<file path="config.mk">
export PLATFORM = sky130hd
export DESIGN_NAME = vec_loader
export DESIGN_NICKNAME = d
export VERILOG_FILES = /design/src/rtl/vec_loader.sv
export SDC_FILE = /design/constraint.sdc
export NUM_CORES = 1
export LEC_CHECK = 0
export BUFFER_PORTS_ARGS = -buffer_cell sky130_fd_sc_hd__buf_2
export CORE_MARGIN = 2
export CORE_UTILIZATION = 52
export DETAILED_ROUTE_END_ITERATION = 7
export HOLD_SLACK_MARGIN = 0.06
export PLACE_DENSITY = 0.8
export SLEW_MARGIN = 10
export SYNTH_ARGS = -nofsm -noshare
export SYNTH_HDL_FRONTEND = slang
export SYNTH_SLANG_ARGS = --single-unit
</file>
<file path="constraint.sdc">
create_clock -name clk -period 3.1 [get_ports clk]
set_clock_uncertainty 0.2 [all_clocks]
set_input_delay 0.465 -clock clk [delete_from_list [all_inputs] [get_ports clk]]
set_output_delay 0.465 -clock clk [all_outputs]
set_load 0.05 [all_outputs]
</file>
<file path="src/rtl/vec_loader.sv">
module vec_loader (
  input  logic        clk,
  input  logic        rst_n,
  input  logic        irq_req,
  input  logic [7:0]  irq_type,
  output logic        mem_req,
  output logic [19:0] mem_addr,
  input  logic [15:0] mem_rdata,
  input  logic        mem_ready,
  output logic [15:0] cs_o,
  output logic [15:0] ip_o,
  output logic [19:0] fetch_addr,
  output logic        busy,
  output logic        resume
);
  localparam logic [15:0] BOOT_SEG = 16'hFFFF;
  localparam logic [15:0] BOOT_OFF = 16'h0000;

  typedef enum logic [1:0] {S_IDLE, S_OFF, S_SEG, S_LOAD} st_t;
  st_t st;
  logic [7:0]  vtype;
  logic [15:0] off_q, seg_q;

  assign busy     = (st != S_IDLE);
  assign resume   = (st == S_LOAD);
  assign mem_req  = (st == S_OFF) || (st == S_SEG);
  assign mem_addr = {10'd0, vtype, (st == S_SEG), 1'b0};
  assign fetch_addr = {cs_o, 4'h0} + {4'h0, ip_o};

  always_ff @(posedge clk or negedge rst_n) begin
    if (!rst_n) begin
      st    <= S_IDLE;
      vtype <= '0;
      off_q <= '0;
      seg_q <= '0;
      cs_o  <= BOOT_SEG;
      ip_o  <= BOOT_OFF;
    end else begin
      case (st)
        S_IDLE: if (irq_req) begin
          vtype <= irq_type;
          st    <= S_OFF;
        end
        S_OFF: if (mem_ready) begin
          off_q <= mem_rdata;
          st    <= S_SEG;
        end
        S_SEG: if (mem_ready) begin
          seg_q <= mem_rdata;
          st    <= S_LOAD;
        end
        default: begin
          ip_o <= off_q;
          cs_o <= seg_q;
          st   <= S_IDLE;
        end
      endcase
    end
  end

  AST_OFF_FIRST: assert property (@(posedge clk) disable iff (!rst_n)
    (!busy && irq_req) |=> (mem_req && mem_addr == {10'd0, $past(irq_type), 2'b00}));
  AST_SEG_NEXT: assert property (@(posedge clk) disable iff (!rst_n)
    (mem_req && mem_ready && !mem_addr[1]) |=> (mem_req && mem_addr == $past(mem_addr) + 20'd2));
  AST_WAIT_HOLD: assert property (@(posedge clk) disable iff (!rst_n)
    (mem_req && !mem_ready) |=> (mem_req && $stable(mem_addr)));
  AST_RESUME_AFTER: assert property (@(posedge clk) disable iff (!rst_n)
    (mem_req && mem_ready && mem_addr[1]) |=> (resume && !mem_req));
  AST_CSIP_HOLD: assert property (@(posedge clk) disable iff (!rst_n)
    (busy && !resume) |=> ($stable(cs_o) && $stable(ip_o)));
  AST_NO_REARM: assert property (@(posedge clk) disable iff (!rst_n)
    resume |=> (!busy && !mem_req));
endmodule

</file>
* Word-level counts from Yosys, hierarchy flattened
Cells that the tools add are included.
Word-level totals: word-level logic and storage cells 25, bits of input ports 28, output and inout port bits 75, flip-flop bits (word level) 74
Cells by class: muxes and demuxes 4, reduce and logical (&&, ||, !) cells 8, eq/ne operators 6, $add $sub $neg 1
Operators by type and width (number):
- $add 20x16->20 | 1
- $mux 2 | 3
- $pmux 2 s3 | 1
- $reduce_and 2->1 | 3
- $eq 2x2->1 const B | 2
- $ne 2x2->1 const B | 2
- $reduce_and 3->1 | 1
- $reduce_or 3->1 | 1
- $eq 2x1->1 const B | 1
- $logic_not 2->1 | 1
- $ne 2x1->1 const B | 1
- $reduce_bool 2->1 | 1
- $logic_or 1x1->1 | 1

* Logic depth before layout (Yosys ltp)
depth in word-level cells 3, depth in mapped cells 7, depth with buffers taken out 7

* Worst setup path before layout
No wires, ideal clock.
path kind register to output, start register ip_o[4], end output fetch_addr[10], required time 2435 ps, buffers on the path 0, arrival 3002 ps, cell stages (with the launch flop) 7, path slack -567 ps, path through dfrtp_1 > ha_1 > fa_1 > a211oi_2 > o21a_1 > or2_1 > a21boi_0
On the way: cells in the longest elaborated chain, start to end 1
RTL lines:
- start: declaration | RTL line 11 | output logic [15:0] ip_o,
- start signal: assignment | RTL line 53 | ip_o <= off_q;
- $add 20x16->20 | RTL line 28 | assign fetch_addr = {cs_o, 4'h0} + {4'h0, ip_o};
- end: declaration | RTL line 12 | output logic [19:0] fetch_addr,
No other way between the ends.

* Worst setup path in the final report
start register ip_o[4], end output fetch_addr[16]
Same word-level chain as after synthesis.

==> summary.txt <==
Status
  • Status: finished, violations left
  • Failing checks: negative setup slack

Min path
  • Hold Path Class: input port to register

STA
  • Max Transition Viols Final: 0
  • Max_slew headroom: a little under half
  • Period utilization: 101%
  • Worst-Margin Slew: 0.783 ns
  • Worst setup margin: -0.0444 ns
  • RSZ-0062 raised after global routing: yes
  • Minimum clock period: 3.14 ns
  • Max frequency: about 0.32 GHz
  • Final hold violation count: 0
  • # setup viols final: 1

Setup path
  • Slowest cell on crit path: dfrtp_1
  • Kind of critical path: register to output pin
  • Worst setup EP type: output pin
  • Worst EP arrival: 2.48 ns
  • CP max FO: 3
  • Startpoint types: register
  • Max incr delay on CP: about 0.42 ns
  • WP data required: about 2.4 ns
  • Critical-path cell list: ha_4, fa_2, a211oi_4, o211ai_1, a221o_1, a211oi_2, a21oi_2, buf_6

CTS
  • Worst-path clk slew: 0.07 ns
  • TritonCTS Buffers: 9
  • TritonCTS clock tree: done
  • CTS Buffer Depth: 2
  • H-tree Lvls: 3
  • Root Driver: clkbuf_8
  • Clock sink count: 74
  • Clock Latency Late Sink: between 0.3 and 0.4 ns

Place
  • Final estimated routing congestion in global placement: 0.822
  • Pre-CTS setup slack: roughly 0.057 ns
  • Buffers on Ports: 91
  • DP Wirelength: 5550 µm

Layout
  • FILL cells: around 500
  • Final Net Count: around 420
  • Share of layout cells above drive strength 1: ~59%
  • Area grow syn2layout: 24.6%
  • Antenna diodes: 0

Synthesis
  • Synth Cell Area: 3650 µm²
  • Syn Area/Cell: between 10 and 15 µm²
  • Yosys warning total: 0
  • Register area share after synthesis: 51.3%
  • Yosys cell types: 40
  • Post-Syn Instances: approximately 280
  • Yosys reg bits: 74

Detailed routing
  • Vias: approximately 2,500
  • Residual DRC: 0
  • Post-route ant nets: 0
  • Routed WL: approximately 7600 µm
  • Number of detailed-route iterations in the first pass: 4
  • Via/cell ratio: roughly 5.3
  • Iter 0 DRT Violations: 90
  • WL/cell: between 15 and 20 µm

Run
  • Max_cap viols: 0

Floorplan
  • DIE AREA: between 7000 and 8000 µm²
  • Initial core utilization: a little over half
  • Num rows: 30
  • Die X: approximately 88 µm
  • Die Y: about 88 µm
  • Core area: around 6800 µm²
  • # IOs: just over 100

GRT
  • Number of antenna violations at the first check in global routing: 0
  • GRT Total Usage: 20.6%
  • Largest net degree at the start of global routing: 33
  • Global-route wire length before repair: 12,100 µm
  • GR Overflow Total: 0
  • Vias in the first global route: about 2,500
[state kept, by name (all words and copies together) (netlist names)]
name / count
ip_o: 16
st: 2
seg_q: 16
off_q: 16
cs_o: 16
vtype: 8
[routing by layer]
layer  up-vias  track usage, %  share of wire (%)
met5         -               0                  0
met4         0            6.43                1.6
met3        11            5.47                5.2
met2        77            34.9                 50
met1      1267            26.0                 44
li1       1171               -                  -
[worst max-delay path, delay by kind of cell (launching register included)]
kind | cells | cell delay [ns]
flops | 1 | 0.42
buf+inv | 1 | 0.16
compound gates | 5 | 0.98
fa+ha+maj | 2 | 0.59
[repair_timing]
item                                    4_1_cts  5_1_grt
hold buffers                                  1        0
buffers inserted                              2        1
pin swaps                                     6        0
endpoints found under the setup margin        5        9
hold endpoints to repair                     21        0
resized for setup                            10       23
[metrics by stage]
step	setup TNS (ns)	util [%]	instances	instance area, µm²	hold slack (ns)
final	-0.0444	66.9	478	4550	0.156
after global routing	-0.289	66.9	478	4550	0.144
after CTS	-0.0550	65.9	477	4480	0.141
after detailed placement	0	61.4	458	4170	0.267
after global placement	0	61.4	458	4170	0.270
after floorplan	-0.383	-	291	3720	-0.0306
[placed cells by master (no fill, tap or decap), types with 2 or more instances in the layout]
cell,count
a21boi_2,2
a21oi_1,6
a21oi_2,4
a21oi_4,2
buf_2,81
buf_4,8
buf_6,4
bufinv_16,2
clkbuf_4,4
clkbuf_8,12
conb_1,11
dfrtp_1,58
dfstp_2,16
ha_1,12
ha_2,4
inv_1,6
mux2_2,73
nand2_1,10
nand3_1,7
nand4_1,2
nor2_1,10
nor3_1,3
o211ai_1,2
o21a_1,2
o21ai_0,4
o21ai_1,3
o31ai_1,2
xnor2_1,3
xor2_1,5
[synthesized netlist by cell type, drive strengths merged]
cell	instances	share of area [%]
o211ai	2	0.41
a221o	1	0.27
nor3	3	0.41
mux2	73	23
o21bai	1	0.21
a21oi	12	2.1
nand3	7	0.96
nor2	10	1.0
dfstp	16	12
conb	1	0.10
and2	1	0.17
or2	1	0.17
clkbuf	2	0.21
nor2b	1	0.17
o21ai	8	1.1
a21o	1	0.24
o31ai	2	0.41
xnor2	4	0.96
o21a	2	0.41
a211oi	3	0.89
fa	1	0.55
ha	17	5.8
o41ai	1	0.45
nand2	10	1.0
or3b	1	0.24
dfrtp	58	40
xor2	7	1.7
inv	6	0.62
o22ai	2	0.51
a21boi	3	0.62
nand4	2	0.34
buf	21	3.9
a221oi	1	0.24
[cells by family (layout without fill, tap and decap cells)]
logic type / count (synthesis) / in the layout / synth area share [%]
other: 1 / 11 / 0.103
adders and majority gates: 18 / 18 / 6.38
buffers and inverters: 29 / 120 / 4.73
DFF: 74 / 74 / 51.3
AOI/OAI and AO/OA: 39 / 39 / 7.82
muxes: 73 / 73 / 22.5
and+or+nand+nor: 36 / 36 / 4.53
xor gates and xnor gates: 11 / 11 / 2.64
[cell type report]
class	instances	area (µm²)	area share, %
flip-flops and latches	74	1870	41.2
multi-input cells	188	1750	38.4
repair buffers	98	551	12.1
clock buffers	12	165	3.63
well taps	96	120	2.64
clock inverters	4	72.6	1.60
inverters	6	22.5	0.495
[path summary, 6_finish.rpt]
check,startpoint,slack (ns),end,cells past startpoint
max,ip_o[4],-0.04,fetch_addr[16],8
min reg2reg,vtype[5],0.30,vtype[5],1
min in group asynchronous,rst_n,0.43,off_q[2],2
max reg2reg,st[0],1.02,seg_q[12],4
min,irq_type[6],0.16,vtype[6],2
max in group asynchronous,rst_n,1.46,cs_o[8],3
Power is left out: the tool's default activity adds up to more than one toggle a clock period on the data nets, which glitch-free logic cannot reach.
